==> src/rtl/arw_pkg.sv <==
package arw_pkg;
    typedef enum logic [2:0] {
        ST_IDLE   = 3'd0,
        ST_LEAD   = 3'd1,
        ST_SAMPLE = 3'd2,
        ST_XDLY   = 3'd3,
        ST_TAIL   = 3'd4
    } arw_state_e;

    localparam int NWIN      = 3;   // cs, adv, oe
    localparam int WIN_CS    = 0;
    localparam int WIN_ADV   = 1;
    localparam int WIN_OE    = 2;
    localparam int WAIT_PIPE = 2;   // detection latency in steps
endpackage

==> src/rtl/arw_tick.sv <==
module arw_tick #(
    parameter int DW = 2
) (
    input  logic          clk,
    input  logic          rst_n,
    input  logic          restart,
    input  logic [DW-1:0] sel,
    output logic          tick
);
    logic [DW-1:0] dcnt;

    assign tick = (dcnt == sel);

    always_ff @(posedge clk or negedge rst_n) begin
        if (!rst_n) begin
            dcnt <= '0;
        end else if (restart || tick) begin
            dcnt <= '0;
        end else begin
            dcnt <= dcnt + 1'b1;
        end
    end
endmodule

==> src/rtl/arw_wsync.sv <==
module arw_wsync #(
    parameter int DEPTH = 2
) (
    input  logic clk,
    input  logic rst_n,
    input  logic tick,
    input  logic wait_n,
    output logic wait_act
);
    logic [DEPTH-1:0] sr;

    always_ff @(posedge clk or negedge rst_n) begin
        if (!rst_n) begin
            sr[0] <= 1'b0;
        end else if (tick) begin
            sr[0] <= ~wait_n;
        end
    end

    generate
        for (genvar g = 1; g < DEPTH; g++) begin : g_stage
            always_ff @(posedge clk or negedge rst_n) begin
                if (!rst_n) begin
                    sr[g] <= 1'b0;
                end else if (tick) begin
                    sr[g] <= sr[g-1];
                end
            end
        end
    endgenerate

    assign wait_act = sr[DEPTH-1];
endmodule

==> src/rtl/arw_win.sv <==
module arw_win #(
    parameter int TW = 5
) (
    input  logic          en,
    input  logic [TW-1:0] cnt,
    input  logic [TW-1:0] t_on,
    input  logic [TW-1:0] t_off,
    output logic          act
);
    assign act = en && (cnt >= t_on) && (cnt < t_off);
endmodule

==> src/rtl/arw_seq.sv <==
module arw_seq
    import arw_pkg::*;
#(
    parameter int TW = 5,
    parameter int DW = 2,
    parameter int MW = 2,
    parameter int BW = 3
) (
    input  logic          clk,
    input  logic          rst_n,
    input  logic [DW-1:0] div_sel,
    input  logic [TW-1:0] t_cs_on,
    input  logic [TW-1:0] t_cs_off,
    input  logic [TW-1:0] t_adv_on,
    input  logic [TW-1:0] t_adv_off,
    input  logic [TW-1:0] t_oe_on,
    input  logic [TW-1:0] t_oe_off,
    input  logic [TW-1:0] t_acc,
    input  logic [TW-1:0] t_cyc,
    input  logic [MW-1:0] wmon,
    input  logic          req,
    input  logic [BW-1:0] burst_len,
    input  logic          wait_n,
    output logic          cs_n,
    output logic          adv_n,
    output logic          oe_n,
    output logic          dir,
    output logic          cap,
    output logic          done
);
    arw_state_e    st, st_nx;
    logic [TW-1:0] cnt, cnt_nx;
    logic [BW-1:0] beats, beats_nx;
    logic [MW-1:0] dly, dly_nx;
    logic          cap_nx, done_nx;
    logic          restart, tick, wait_act, take_word, busy;
    logic [TW-1:0] cnt_inc;
    logic [NWIN-1:0] win_act;
    logic [TW-1:0]   win_on  [NWIN];
    logic [TW-1:0]   win_off [NWIN];

    assign cnt_inc = cnt + 1'b1;

    arw_tick #(.DW(DW)) u_tick (
        .clk     (clk),
        .rst_n   (rst_n),
        .restart (restart),
        .sel     (div_sel),
        .tick    (tick)
    );

    arw_wsync #(.DEPTH(WAIT_PIPE)) u_wsync (
        .clk      (clk),
        .rst_n    (rst_n),
        .tick     (tick),
        .wait_n   (wait_n),
        .wait_act (wait_act)
    );

    // state register
    always_ff @(posedge clk or negedge rst_n) begin
        if (!rst_n) begin
            st    <= ST_IDLE;
            cnt   <= '0;
            beats <= '0;
            dly   <= '0;
            cap   <= 1'b0;
            done  <= 1'b0;
        end else begin
            st    <= st_nx;
            cnt   <= cnt_nx;
            beats <= beats_nx;
            dly   <= dly_nx;
            cap   <= cap_nx;
            done  <= done_nx;
        end
    end

    // next-state logic
    always_comb begin
        st_nx     = st;
        cnt_nx    = cnt;
        beats_nx  = beats;
        dly_nx    = dly;
        cap_nx    = 1'b0;
        done_nx   = 1'b0;
        restart   = 1'b0;
        take_word = 1'b0;
        unique case (st)
            ST_IDLE: begin
                if (req) begin
                    restart  = 1'b1;
                    cnt_nx   = '0;
                    beats_nx = burst_len;
                    st_nx    = (t_acc == '0) ? ST_SAMPLE : ST_LEAD;
                end
            end
            ST_LEAD: begin
                if (tick) begin
                    cnt_nx = cnt_inc;
                    if (cnt_inc == t_acc) begin
                        st_nx = ST_SAMPLE;
                    end
                end
            end
            ST_SAMPLE: begin
                if (tick && !wait_act) begin
                    if (wmon == '0) begin
                        take_word = 1'b1;
                    end else begin
                        dly_nx = wmon;
                        st_nx  = ST_XDLY;
                    end
                end
            end
            ST_XDLY: begin
                if (tick) begin
                    if (dly == MW'(1)) begin
                        take_word = 1'b1;
                    end else begin
                        dly_nx = dly - 1'b1;
                    end
                end
            end
            ST_TAIL: begin
                if (tick) begin
                    if (cnt == t_cyc) begin
                        done_nx = 1'b1;
                        cnt_nx  = '0;
                        st_nx   = ST_IDLE;
                    end else begin
                        cnt_nx = cnt_inc;
                    end
                end
            end
            default: st_nx = ST_IDLE;
        endcase

        if (take_word) begin
            cap_nx = 1'b1;
            if (beats == '0) begin
                cnt_nx = cnt_inc;
                st_nx  = ST_TAIL;
            end else begin
                beats_nx = beats - 1'b1;
                st_nx    = ST_SAMPLE;
            end
        end
    end

    // strobe windows
    assign win_on[WIN_CS]   = t_cs_on;
    assign win_off[WIN_CS]  = t_cs_off;
    assign win_on[WIN_ADV]  = t_adv_on;
    assign win_off[WIN_ADV] = t_adv_off;
    assign win_on[WIN_OE]   = t_oe_on;
    assign win_off[WIN_OE]  = t_oe_off;

    generate
        for (genvar w = 0; w < NWIN; w++) begin : g_win
            arw_win #(.TW(TW)) u_win (
                .en    (busy),
                .cnt   (cnt),
                .t_on  (win_on[w]),
                .t_off (win_off[w]),
                .act   (win_act[w])
            );
        end
    endgenerate

    // outputs
    always_comb begin
        busy  = (st != ST_IDLE);
        cs_n  = ~win_act[WIN_CS];
        adv_n = ~win_act[WIN_ADV];
        oe_n  = ~win_act[WIN_OE];
        dir   = busy && (cnt >= t_oe_on);
    end
endmodule

==> config.mk <==
export PLATFORM = sky130hd
export DESIGN_NAME = arw_seq
export DESIGN_NICKNAME = d
export VERILOG_FILES = /design/src/rtl/arw_pkg.sv /design/src/rtl/arw_tick.sv /design/src/rtl/arw_wsync.sv /design/src/rtl/arw_win.sv /design/src/rtl/arw_seq.sv
export SDC_FILE = /design/constraint.sdc
export NUM_CORES = 1
export LEC_CHECK = 0
export ABC_AREA = 0
export BUFFER_PORTS_ARGS = -buffer_cell sky130_fd_sc_hd__buf_2
export CORE_MARGIN = 2
export CORE_UTILIZATION = 38
export CTS_BUF_LIST = sky130_fd_sc_hd__clkbuf_8
export CTS_CLUSTER_DIAMETER = 40
export DETAILED_ROUTE_END_ITERATION = 7
export GPL_TIMING_DRIVEN = 0
export HOLD_SLACK_MARGIN = 0.02
export PLACE_DENSITY_LB_ADDON = 0.15
export SLEW_MARGIN = 20
export SYNTH_ARGS = -nofsm -noshare
export SYNTH_HDL_FRONTEND = slang
export SYNTH_SLANG_ARGS = --single-unit
==> constraint.sdc <==
create_clock -name clk -period 5.14 [get_ports clk]
set_input_delay 0.514 -clock clk [delete_from_list [all_inputs] [get_ports clk]]
set_output_delay 0.514 -clock clk [all_outputs]
set_load 0.005 [all_outputs]
# [Yosys cells after proc, flatten, opt, wreduce, memory -nomap -nowiden]
# Cells that the tools add are included.
[op_classes] add_sub_neg=4 order_cmp=6 n_eq_ne=20 muxes=39 bitwise_logic=4 reduce_logical=17
[ops] cell="3-bit 2-to-1 mux" n=13
[ops] cell="5-bit 2-to-1 mux" n=6
[ops] cell="3-bit != test, second input constant" n=7
[ops] cell="5-bit >= comparator" n=3
[ops] cell="5-bit < comparator" n=3
[ops] cell="3-bit case mux with 5 select lines" n=1
[ops] cell="5-bit case mux with 3 select lines" n=1
[ops] cell="2-bit 2-to-1 mux" n=6
[ops] cell="5-bit == test" n=2
[ops] cell="1-bit 2-to-1 mux" n=10
[ops] cell="2-bit != test, second input constant" n=5
[ops] cell="8-bit AND reduction" n=1
[ops] cell="1-bit logical AND" n=7
[ops] cell="3-bit by 2-bit == test with 1-bit output, second input constant" n=2
[ops] cell="3-bit zero test" n=2
[ops] cell="5-bit by 1-bit adder with 5-bit output, second input constant" n=1
[ops] cell="5-bit zero test" n=1
[ops] cell="5-bit AND reduction" n=1
[ops] cell="1-bit NOT" n=4
[ops] cell="2-bit case mux with 2 select lines" n=1
[ops] cell="3-bit by 1-bit == test with 1-bit output, second input constant" n=1
[ops] cell="3-bit == test, second input constant" n=1
[ops] cell="3-bit nonzero test" n=1
[ops] cell="3-bit by 1-bit subtractor with 3-bit output, second input constant" n=1
[ops] cell="9 further kinds" n=9
[word_totals] register_bits=19

# [Longest topological paths before layout]
# Gate-level depths: netlist (run 1).
[logic_depth] ltp_word=6 ltp_mapped=8 ltp_nobuf=8

# [Cells and area by module]
# A second synthesis (run 1) with hierarchy kept.
[hier_totals] cells_unflattened=260 hier_area_um2=2143.3
[modules_own_cells] mod="arw_seq" n_inst=1 cells_per_inst=147 area_each_um2=1248.7 seq_area_each_um2=375.4
[modules_own_cells] mod="arw_win" n_inst=3 cells_per_inst=32 area_each_um2=232.7 seq_area_each_um2=0.0
[modules_own_cells] mod="arw_tick" n_inst=1 cells_per_inst=12 area_each_um2=117.6 seq_area_each_um2=50.0
[modules_own_cells] mod="arw_wsync" n_inst=1 cells_per_inst=5 area_each_um2=78.8 seq_area_each_um2=50.0

# [Worst setup path after synthesis (run 1)]
# Ideal clock, no wire load.
[synth_timing] path_type="register to output" startpoint="register cnt[0]" endpoint="output oe_n" t_arrival_ps=1739 required_ps=4626 slack_ps=2887 stages_incl_launch_ff=9 n_path_buf=0 path_cell_list="dfrtp_1 > inv_1 > ha_1 > nand2b_1 > a21o_1 > a21o_1 > a21o_1 > a21oi_1 > or4b_1"
[synth_between] elab_chain_len=4 elab_cells_between_ends=5
[synth_rtl] element="start, declared" line_no="arw_seq.sv:32" rtl="logic [TW-1:0] cnt, cnt_nx;"
[synth_rtl] element="start signal, assigned" line_no="arw_seq.sv:71" rtl="cnt <= cnt_nx;"
[synth_rtl] element="5-bit >= comparator" line_no="arw_win.sv:10" rtl="assign act = en && (cnt >= t_on) && (cnt < t_off);"
[synth_rtl] element="1-bit logical AND" line_no="arw_win.sv:10"
[synth_rtl] element="1-bit logical AND *" line_no="arw_win.sv:10"
[synth_rtl] element="1-bit NOT *" line_no="arw_seq.sv:176" rtl="oe_n = ~win_act[WIN_OE];"
[synth_rtl] element="end, declared" line_no="arw_seq.sv:26" rtl="output logic oe_n,"
# Mark *: on every way between the ends. The rest lies on a longest branch, timed or not.

# [Worst setup path after layout (run 1)]
# Same ends and word-level chain as after synthesis.

==> metrics.md, run 1 <==
| Metric | Value |
|---|---|
| Status | finished clean |
| Gpl congestion | approximately 0.75 |
| Vias | 1724 |
| Vias/cell | 4.82 |
| Cell repeated most along the worst path | a21o_1 |
| Total power draw | roughly 850 uW |
| Final setup fails | 0 |
| Crit Path Class | reg -> out |
| Startpoint Class | flop |
| # IOs | 57 |
| CP startpoint | cnt[0] |
| Clock power share | 0.125 |
| Synth cell types | 54 |
| Multi-input logic area | 1350 um^2 |
| Starting Density | 0.391 |
| Fin. max-slew vios | 0 |
| Fill count | 524 |
| Instance area at placement | 2370 um^2 |
| Residual DRC count | 0 |
| DP HPWL | 3.39 mm |
| CTS-repair resized insts | 0 |
| N_diodes | 0 |
| Critical path's largest stage delay | 500 ps |
| #FFs+latches synth | 19 |
| Setup tns final | 0 ps |
| TritonCTS buffer count | 3 |
| Leakage | about 1.3 nW |
| Layout Skew | 7.35 ps |
| Sw Share | 0.418 |
| Clk sinks | 19 |
| RSZ-0062 raised after global routing | no |
| Critical path, cell by cell | inv_1 -> ha_1 -> nand2b_1 -> a21o_1 -> a21o_1 -> a21o_1 -> a21oi_1 -> or4b_1 -> buf_2 |
| Async SR Flop Fraction | 1.00 |
| Cts hold-fix bufs | 0 |
| Crit path to | oe_n |
| Seq/Total Area, Yosys | 0.238 |
| Max VDD drop | 0.247 mV |
| Reg2Reg Capture Point | st[0] |
| Switching Power | 356 uW |
| Minimum clock period | 2840 ps |
| Internal Power | 494 uW |
| Port bufs | 56 |
| Initial detailed-routing violation count | 54 |
| H-tree levels | 1 |
| Routed len/inst | 11.7 um |
| Worst Path Max Fanout | 7 |
| Mapped Area | 2000 um^2 |
| Slew HR | 0.639 |
| Sequential Area | 475 um^2 |
| Die height | 76.5 um |
| Max Clk Rate | 352 MHz |
| Top FF cell, synth | dfrtp_1 |
| CP Capture Type | primary output |
| R2R setup slack | 2590 ps |
| First-pass GRT wire length | 7.34 mm |
| Area added between synthesis and finish | 20.7% |
| Core area | 5110 um^2 |
| Clock transition at path regs | approximately 80 ps |
| Post-synthesis instance total | 228 |
| Seq pwr share | 0.303 |
| CTS max path bufs | 2 |
| Layout cell share with drive strength beyond 1 | 0.278 |
| Worst Hold Class | in -> async |
| RR Startpoint | cnt[1] |
| Syn_area_per_cell | 8.77 um^2 |
| Syn nets | just over 300 |
| Design area | 2410 um^2 |
| Worst Path Arrival | between 2000 and 2500 ps |
| Layout Nets | 371 |
| CTS tree | yes |
| Die ar. | 5860 um^2 |
| Clock root buffer | clkbuf_8 |
| GRT Util Overall | 0.152 |
| Final hold violation count | 0 |
| Comb pwr share | 0.573 |
| Final wirelength | 4.20 mm |
| Largest net degree at the start of global routing | 20 |
| Final Cycle Share | 0.553 |
| Pre-antenna DRT Iters | 4 |
| Vias in the first global route | 1599 |
| Cell Rows | 26 |
| Clock latency on the worst-skew pair | 260 ps |
| CP max stage cell | dfrtp_1 |
| Ys Warns | 0 |
| Total gr overflow | 0 |
| Post-DRT Antenna Nets | 0 |
| Cell area power density | 352 nW/um^2 |
| Die width | between 70 and 80 um |
| Worst Path Required | 4630 ps |
| Antenna violations before repair | 0 |
| Postcts setup bufs | 0 |
| Number of synthesized flops with an enable pin | 0 |
| MaxCap Viol Count | 0 |
| Reg2reg path depth | 7 |
| Slew @ Worst Pin | approximately 540 ps |
## registers in the layout, summed over array words and instances, names as in the netlist
signal            cells
u_wsync.sr            1
beats                 3
cap                   1
cnt                   5
u_wsync.wait_act      1
st                    3
u_tick.dcnt           2
dly                   2
done                  1
## placed cells by master (no fill, tap or decap), types with 2 or more instances in the layout
cell       count
mux2i_1        2
or3b_1         2
nand2_1       11
o21ai_0       11
xor2_1         6
nor3_1         7
nor2_2         2
a21boi_0       5
dfrtp_1       19
o2bb2ai_1      2
buf_2         56
clkbuf_8       5
inv_1         34
nand3_1        2
ha_1          31
nor4_1         2
a21o_1         8
a21oi_1       12
nor2_1        14
xnor2_1        8
nor2b_1        4
and3_1         2
nand2b_1       5
o211ai_1       4
xor2_2         2
a41oi_2        2
## worst min path at each step
stage | to | slack (ps) | startpoint | cells after the start
final | u_tick.dcnt[1] | 190 | rst_n | 1
after global placement | u_wsync.sr[0] | 470 | u_wsync.sr[0] | 2
after floorplan | beats[0] | 220 | rst_n | 0
after CTS | cnt[2] | 210 | rst_n | 1
after detailed placement | u_wsync.sr[0] | 470 | u_wsync.sr[0] | 2
after global routing | cnt[2] | 230 | rst_n | 1
## power by group through the flow
stage | sequential [mW] | clock (mW) | combinational (mW)
final | 0.257 | 0.106 | 0.486
after global routing | 0.266 | 0.117 | 0.554
after CTS | 0.258 | 0.110 | 0.492
after detailed placement | 0.260 | 0 | 0.488
after global placement | 0.260 | 0 | 0.484
after floorplan | 0.246 | 0 | 0.386
## routing by layer
layer	track usage	routed length, um	vias up
met1	0.220	2180	776
li1	-	-	910
met4	0.0164	13	0
met2	0.242	1830	36
met3	0.0320	178	2
met5	0	0	-
## synth_stat cells, types with 2 or more instances
cell | instances | area [um^2]
a21boi_0 | 5 | 37.5
a21o_1 | 8 | 60.1
a21oi_1 | 12 | 60.1
a41oi_2 | 2 | 32.5
and3_1 | 2 | 12.5
clkbuf_8 | 2 | 27.5
dfrtp_1 | 19 | 475
ha_1 | 31 | 388
inv_1 | 34 | 128
mux2i_1 | 2 | 20.0
nand2_1 | 11 | 41.3
nand2b_1 | 5 | 31.3
nand3_1 | 2 | 10.0
nor2_1 | 14 | 52.6
nor2_2 | 2 | 12.5
nor2b_1 | 4 | 25.0
nor3_1 | 7 | 35.0
nor4_1 | 2 | 12.5
o211ai_1 | 4 | 30.0
o21ai_0 | 11 | 55.1
o2bb2ai_1 | 2 | 17.5
or3b_1 | 2 | 17.5
xnor2_1 | 8 | 70.1
xor2_1 | 6 | 52.6
xor2_2 | 2 | 32.5
## cell families after synthesis
family / count (synthesis) / synth area share
AND/OR/NAND/NOR: 65 / 0.188
AO/OA/AOI/OAI: 54 / 0.188
buffers and inverters: 39 / 0.0870
adder cells (fa/ha/maj): 31 / 0.194
flip-flops: 19 / 0.238
XOR/XNOR: 17 / 0.0895
multiplexers: 3 / 0.0156
## worst max-delay path, delay by kind of cell (launching register included)
family,cells,cell delay [ps]
buffers and inverters,2,340
adders and majority gates,1,300
DFF,1,500
and+or+nand+nor,2,550
AOI/OAI and AO/OA,4,380
## area by class of cell
class	instances	share of cell area
Multi-Input combinational cell	170	0.559
Clock buffer	3	0.0171
Tap cell	70	0.0363
Clock inverter	1	0.00207
Buffer	4	0.0176
Timing Repair Buffer	56	0.116
Sequential cell	19	0.197
Inverter	35	0.0544
## metrics by stage
| stage | utilization | setup slack [ps] | instances | hold WS [ps] |
|---|---|---|---|---|
| global placement | 0.463 | 2560 | 354 | 465 |
| floorplan | - | 2890 | 228 | 218 |
| finish | 0.473 | 2300 | 358 | 192 |
| detailed placement | 0.463 | 2560 | 354 | 471 |
| CTS | 0.473 | 2270 | 358 | 207 |
| global route | 0.473 | 2110 | 358 | 232 |
Power figures use the tool's default switching activity.
==> run 2: changes to the inputs <==
==> constraint.sdc (replaced) <==
create_clock -name clk -period 2.52 [get_ports clk]
set_input_delay 0.252 -clock clk [delete_from_list [all_inputs] [get_ports clk]]
set_output_delay 0.252 -clock clk [all_outputs]
set_load 0.005 [all_outputs]
==> run 2 against run 1 <==
- cell area up 6.5%
- wire length up 5.6%
- non-clock buffer count up 7
- critical endpoint unchanged
==> metrics.md, run 2 (synthesis results as in run 1) <==
| Metric | Value |
|---|---|
| GRT Util Overall | 0.153 (was 0.152) |
| Startpoint Class | flop (unchanged) |
| Hold WS | 187 ps (was 192 ps) |
| Vias in the first global route | 1605 (was 1599) |
| Largest regs | cnt (5), beats (3), st (3) (unchanged) |
| Layout Skew | 8.33 ps (was 7.35 ps) |
| Clock root buffer | clkbuf_8 (unchanged) |
| Die height | 76.5 um (unchanged) |
| Slew HR | 0.632 (was 0.639) |
| Final hold violation count | 0 (unchanged) |
| Final setup fails | 0 (unchanged) |
| Biggest register | cnt (unchanged) |
| RR Startpoint | cnt[0] (was cnt[1]) |
| TritonCTS buffer count | 3 (unchanged) |
| Worst Path Max Fanout | 4 (was 7) |
| Design area | 2570 um^2 (was 2410 um^2) |
| Initial detailed-routing violation count | 48 (was 54) |
| Max Clk Rate | 404 MHz |
| Cell Rows | 26 (unchanged) |
| CTS tree | yes (unchanged) |
| Largest net degree at the start of global routing | 20 (unchanged) |
| H-tree levels | 1 (unchanged) |
| Cell repeated most along the worst path | a21o_1 (unchanged) |
| Final WS setup | 44.4 ps (was 2300 ps) |
| Critical path, cell by cell | clkinvlp_4 -> ha_4 -> nand2b_1 -> a21o_1 -> a21o_1 -> a21o_1 -> a21oi_2 -> or4b_1 -> buf_2 (was inv_1 -> ha_1 -> nand2b_1 -> a21o_1 -> a21o_1 -> a21o_1 -> a21oi_1 -> or4b_1 -> buf_2) |
| Final core utilization | 0.503 (was 0.473) |
| MaxCap Viol Count | 0 (unchanged) |
| CP Capture Type | primary output (unchanged) |
| Port bufs | 56 (unchanged) |
| Layout cell share with drive strength beyond 1 | 0.342 (was 0.278) |
| Max VDD drop | 0.511 mV (was 0.247 mV) |
| Reg2Reg Capture Point | st[0] (unchanged) |
| N_diodes | 0 (unchanged) |
| Post-Place Setup Slack | -42.9 ps (was 2560 ps) |
| Instance area at placement | 2370 um^2 (unchanged) |
| Crit path to | oe_n (unchanged) |
| CP max stage cell | or4b_1 (was dfrtp_1) |
| Worst Path Required | 2270 ps (was 4630 ps) |
| Area added between synthesis and finish | 28.5% (was 20.7%) |
| Final wirelength | 4.44 mm (was 4.20 mm) |
| Setup tns final | 0 ps (unchanged) |
| Vias/cell | 4.86 (was 4.82) |
| Core area | 5110 um^2 (unchanged) |
| Routed len/inst | 12.2 um (was 11.7 um) |
| Final Cycle Share | 0.982 |
| Clock latency on the worst-skew pair | 260 ps (about the same) |
| Residual DRC count | 0 (unchanged) |
| Worst Hold Class | in -> reg (was in -> async) |
| Total gr overflow | 0 (unchanged) |
| Fill count | 512 (was 524) |
| Fin. max-slew vios | 0 (unchanged) |
| Number of flip-flops in the largest register | 5 (unchanged) |
| Clock transition at path regs | 70 ps (was 80 ps) |
| Crit Path Class | reg -> out (unchanged) |
| Commonest non-fill, non-tap cell in the layout | buf_2 (unchanged) |
| Pre-antenna DRT Iters | 4 (unchanged) |
| Layout Nets | 378 (was 371) |
| Slew @ Worst Pin | 548 ps (was 537 ps) |
| Worst Path Arrival | 2220 ps (was 2330 ps) |
| Commonest cells after routing, fill and taps aside | buf_2, inv_1, ha_1 (unchanged) |
| Minimum clock period | 2480 ps |
| Cell area power density | 745 nW/um^2 (was 352 nW/um^2) |
| Post-DRT Antenna Nets | 0 (unchanged) |
| Leakage | 1.35 nW (was 1.31 nW) |
| Gpl congestion | 0.745 (unchanged) |
| Vias | 1775 (was 1724) |
| Reg2reg path depth | 8 (was 7) |
| Starting Density | 0.391 (unchanged) |
| R2R setup slack | 120 ps (was 2590 ps) |
| DP HPWL | 3.39 mm (unchanged) |
| Die width | 76.5 um (unchanged) |
| Status | finished clean (unchanged) |
| First-pass GRT wire length | 7.36 mm (was 7.34 mm) |
| RSZ-0062 raised after global routing | yes (was no) |
| Critical path's largest stage delay | 510 ps (was 500 ps) |
| Antenna violations before repair | 0 (unchanged) |
| # IOs | 57 (unchanged) |
| Clk sinks | 19 (unchanged) |
| CP startpoint | cnt[0] (unchanged) |
| CTS max path bufs | 2 (unchanged) |
| Die ar. | 5860 um^2 (unchanged) |
[run 2: cell type report]
class / count / area [um^2] / share of cell area
tap: 70 / 87.6 / 0.0341
clock inverter: 1 / 5.00 / 0.00195
timing repair buffer: 63 / 348 / 0.135
buffer: 4 / 43.8 / 0.0170
sequential: 19 / 479 / 0.186
multi-input combinational: 170 / 1430 / 0.556
inverter: 35 / 135 / 0.0526
clock buffer: 3 / 41.3 / 0.0161
[run 2: through the flow]
step,power (mW),std cells
2_1_floorplan,1.29,228
3_3_place_gp,1.52,354
3_5_place_dp,1.53,354
4_1_cts,1.76,359
5_1_grt,2.08,365
6_report,1.92,365
[run 2: how the worst min path moves through the flow]
stage	endpoint	cells past startpoint	startpoint
5_1_grt	u_wsync.sr[0]	2	wait_n
4_1_cts	u_wsync.sr[0]	2	wait_n
6_report	u_wsync.sr[0]	2	wait_n
2_1_floorplan	beats[0]	0	rst_n
3_5_place_dp	dly[1]	1	rst_n
3_3_place_gp	dly[1]	1	rst_n
[run 2: report_power, final]
group	internal (mW)	switching, mW
logic	0.606	0.574
clock network	0.110	0.106
registers	0.414	0.105
[run 2: metal layers]
layer | global-route usage | vias up | part of all wire
li1 | - | 927 | -
met1 | 0.220 | 805 | 0.50
met2 | 0.243 | 41 | 0.45
met3 | 0.0320 | 2 | 0.044
met4 | 0.0164 | 0 | 0.0029
met5 | 0 | - | 0
[run 2: repair_timing]
item,4_1_cts,5_1_grt
endpoints found under the setup margin,3,5
endpoints found under the hold margin,19,0
hold buffers,1,0
buffers inserted,0,6
pin swaps,0,13
resized for setup,3,12
[run 2: critical path, delay by kind of cell, from the launching register on]
kind                       cells  cell delay, ps
AOI/OAI and AO/OA              4             380
DFF                            1             410
buffers and inverters          2             300
adders and majority gates      1             280
and+or+nand+nor                2             590
==> run 3: changes to the inputs <==
==> constraint.sdc (replaced) <==
create_clock -name clk -period 2.9 [get_ports clk]
set_input_delay 0.29 -clock clk [delete_from_list [all_inputs] [get_ports clk]]
set_output_delay 0.29 -clock clk [all_outputs]
set_load 0.005 [all_outputs]
==> run 3 against run 2 <==
- first-iteration DRC count fell by 4.2%
- clock skew is 1.2 ps lower
- clock-buffer cell count is the same
- largest power group unchanged
- die area unchanged
- sequential power fell by 12%
- critical path type unchanged
- clock power down 13%
- combinational power down 27%
- via count is 2.0% lower
- sequential share of layout area grew 0.97 points
- non-clock buffer count decreased by 6
- hold slack improved by 38 ps
- worst setup slack better by 240 ps
==> metrics.md, run 3 (synthesis results as in run 1) <==
| Metric | Value |
|---|---|
| Status | finished clean (unchanged) |
| Vias in the first global route | 1599 (was 1605) |
| Leakage | 1.31 nW (was 1.35 nW) |
| First-pass GRT wire length | 7.33 mm (was 7.36 mm) |
| Vias/cell | 4.84 (was 4.86) |
| GRT Util Overall | 0.152 (was 0.153) |
| Internal Power | 877 uW (was 1.13 mW) |
| Die ar. | 5860 um^2 (unchanged) |
| Commonest non-fill, non-tap cell in the layout | buf_2 (unchanged) |
| Worst Path Max Fanout | 7 (was 4) |
| Total gr overflow | 0 (unchanged) |
| Final hold violation count | 0 (unchanged) |
| Clock transition at path regs | 70 ps (about the same) |
| Fill count | 522 (was 512) |
| Final setup fails | 0 (unchanged) |
| Worst Path Required | 2610 ps (was 2270 ps) |
| Sw Share | 0.419 (was 0.410) |
| Die height | 76.5 um (unchanged) |
| CTS max path bufs | 2 (unchanged) |
| Final Cycle Share | 0.903 |
| Largest regs | cnt (5), beats (3), st (3) (unchanged) |
| Final wirelength | 4.21 mm (was 4.44 mm) |
| Setup tns final | 0 ps (unchanged) |
| Layout cell share with drive strength beyond 1 | 0.277 (was 0.342) |
| Slew HR | 0.639 (was 0.632) |
| Routed len/inst | 11.7 um (was 12.2 um) |
| MaxCap Viol Count | 0 (unchanged) |
| Number of flip-flops in the largest register | 5 (unchanged) |
| CP Capture Type | primary output (unchanged) |
| Postcts setup bufs | 0 (unchanged) |
| Core area | 5110 um^2 (unchanged) |
| Minimum clock period | 2620 ps |
| Clk sinks | 19 (unchanged) |
| Max VDD drop | 0.438 mV (was 0.511 mV) |
| # IOs | 57 (unchanged) |
| Layout Skew | 7.10 ps (was 8.33 ps) |
| Initial detailed-routing violation count | 46 (was 48) |
| Residual DRC count | 0 (unchanged) |
| Layout Nets | 372 (was 378) |
| RSZ-0062 raised after global routing | no (was yes) |
| Startpoint Class | flop (unchanged) |
| Crit Path Class | reg -> out (unchanged) |
| Die width | 76.5 um (unchanged) |
| Biggest register | cnt (unchanged) |
| Area added between synthesis and finish | 21.2% (was 28.5%) |
| Gpl congestion | 0.745 (unchanged) |
| Largest net degree at the start of global routing | 20 (unchanged) |
| Sequential Area | 475 um^2 (was 479 um^2) |
| Starting Density | 0.391 (unchanged) |
| Comb pwr share | 0.573 (was 0.616) |
| Multi-input logic area | 1350 um^2 (was 1430 um^2) |
| Clock power share | 0.124 (was 0.113) |
| Vias | 1739 (was 1775) |
| Worst Path Arrival | 2330 ps (was 2220 ps) |
| Max Clk Rate | 382 MHz |
| Port bufs | 56 (unchanged) |
| TritonCTS buffer count | 3 (unchanged) |
| H-tree levels | 1 (unchanged) |
| Pre-antenna DRT Iters | 4 (unchanged) |
| Fin. max-slew vios | 0 (unchanged) |
| Clock latency on the worst-skew pair | 260 ps (about the same) |
| Clock root buffer | clkbuf_8 (unchanged) |
| Switching Power | 632 uW (was 786 uW) |
| Seq pwr share | 0.303 (was 0.271) |
| DP HPWL | 3.39 mm (unchanged) |
| Cell area power density | 622 nW/um^2 (was 745 nW/um^2) |
| CTS tree | yes (unchanged) |
| Commonest cells after routing, fill and taps aside | buf_2, inv_1, ha_1 (unchanged) |
| Total power draw | 1.51 mW (was 1.92 mW) |
| Slew @ Worst Pin | 537 ps (was 548 ps) |
| Antenna violations before repair | 0 (unchanged) |
| Worst Hold Class | in -> reg (unchanged) |
| Post-DRT Antenna Nets | 0 (unchanged) |
| N_diodes | 0 (unchanged) |
| Cell Rows | 26 (unchanged) |
## run 3: area by class of cell
class,instances,share of cell area
buffer,4,0.0176
timing repair buffer,57,0.120
multi-input combinational,170,0.557
clock inverter,1,0.00207
clock buffer,3,0.0170
inverter,35,0.0542
sequential,19,0.196
tap,70,0.0361
## run 3: metrics by stage
stage	worst slack, ps	instances	hold WS (ps)	utilization	cell area, um^2
2_1_floorplan	662	228	-5.59	-	2000
3_3_place_gp	333	354	266	0.463	2370
3_5_place_dp	337	354	269	0.463	2370
4_1_cts	258	359	223	0.475	2420
5_1_grt	95.8	359	243	0.475	2420
6_report	281	359	225	0.475	2420
## run 3: routing by layer
layer	GRT usage	wire length, um
met1	0.220	2150
met2	0.241	1840
met3	0.0320	209
met4	0.0164	13
met5	0	0
## run 3: critical path: stages (launching register included)
cell      delay, ps
dfrtp_1         500
inv_1           200
ha_1            300
nand2b_1         90
a21o_1          100
a21o_1          110
a21o_1          100
a21oi_1          70
or4b_1          460
buf_2           140
## run 3: worst paths after layout
| check | end | slack (ps) | cells after the start | startpoint |
|---|---|---|---|---|
| worst max register to register | st[0] | 350 | 7 | cnt[1] |
| min in group asynchronous | u_tick.dcnt[1] | 500 | 2 | rst_n |
| worst min register to register | u_wsync.wait_act | 480 | 2 | u_wsync.sr[0] |
| max in group asynchronous | cnt[4] | 2080 | 2 | rst_n |
| worst min-delay path | u_wsync.sr[0] | 230 | 2 | wait_n |
| worst max-delay path | oe_n | 280 | 9 | cnt[0] |
## run 3: what timing repair did
action / CTS / global route
hold buffers: 1 / 0
gates resized for setup: 0 / 0
endpoints found under the hold margin: 19 / 0
## run 3: power groups by stage
stage | clock [mW] | sequential (mW) | combinational, mW
after global routing | 0.207 | 0.471 | 0.983
final | 0.187 | 0.457 | 0.865
after floorplan | 0 | 0.437 | 0.684
after global placement | 0 | 0.461 | 0.858
after detailed placement | 0 | 0.462 | 0.866
after CTS | 0.195 | 0.457 | 0.873
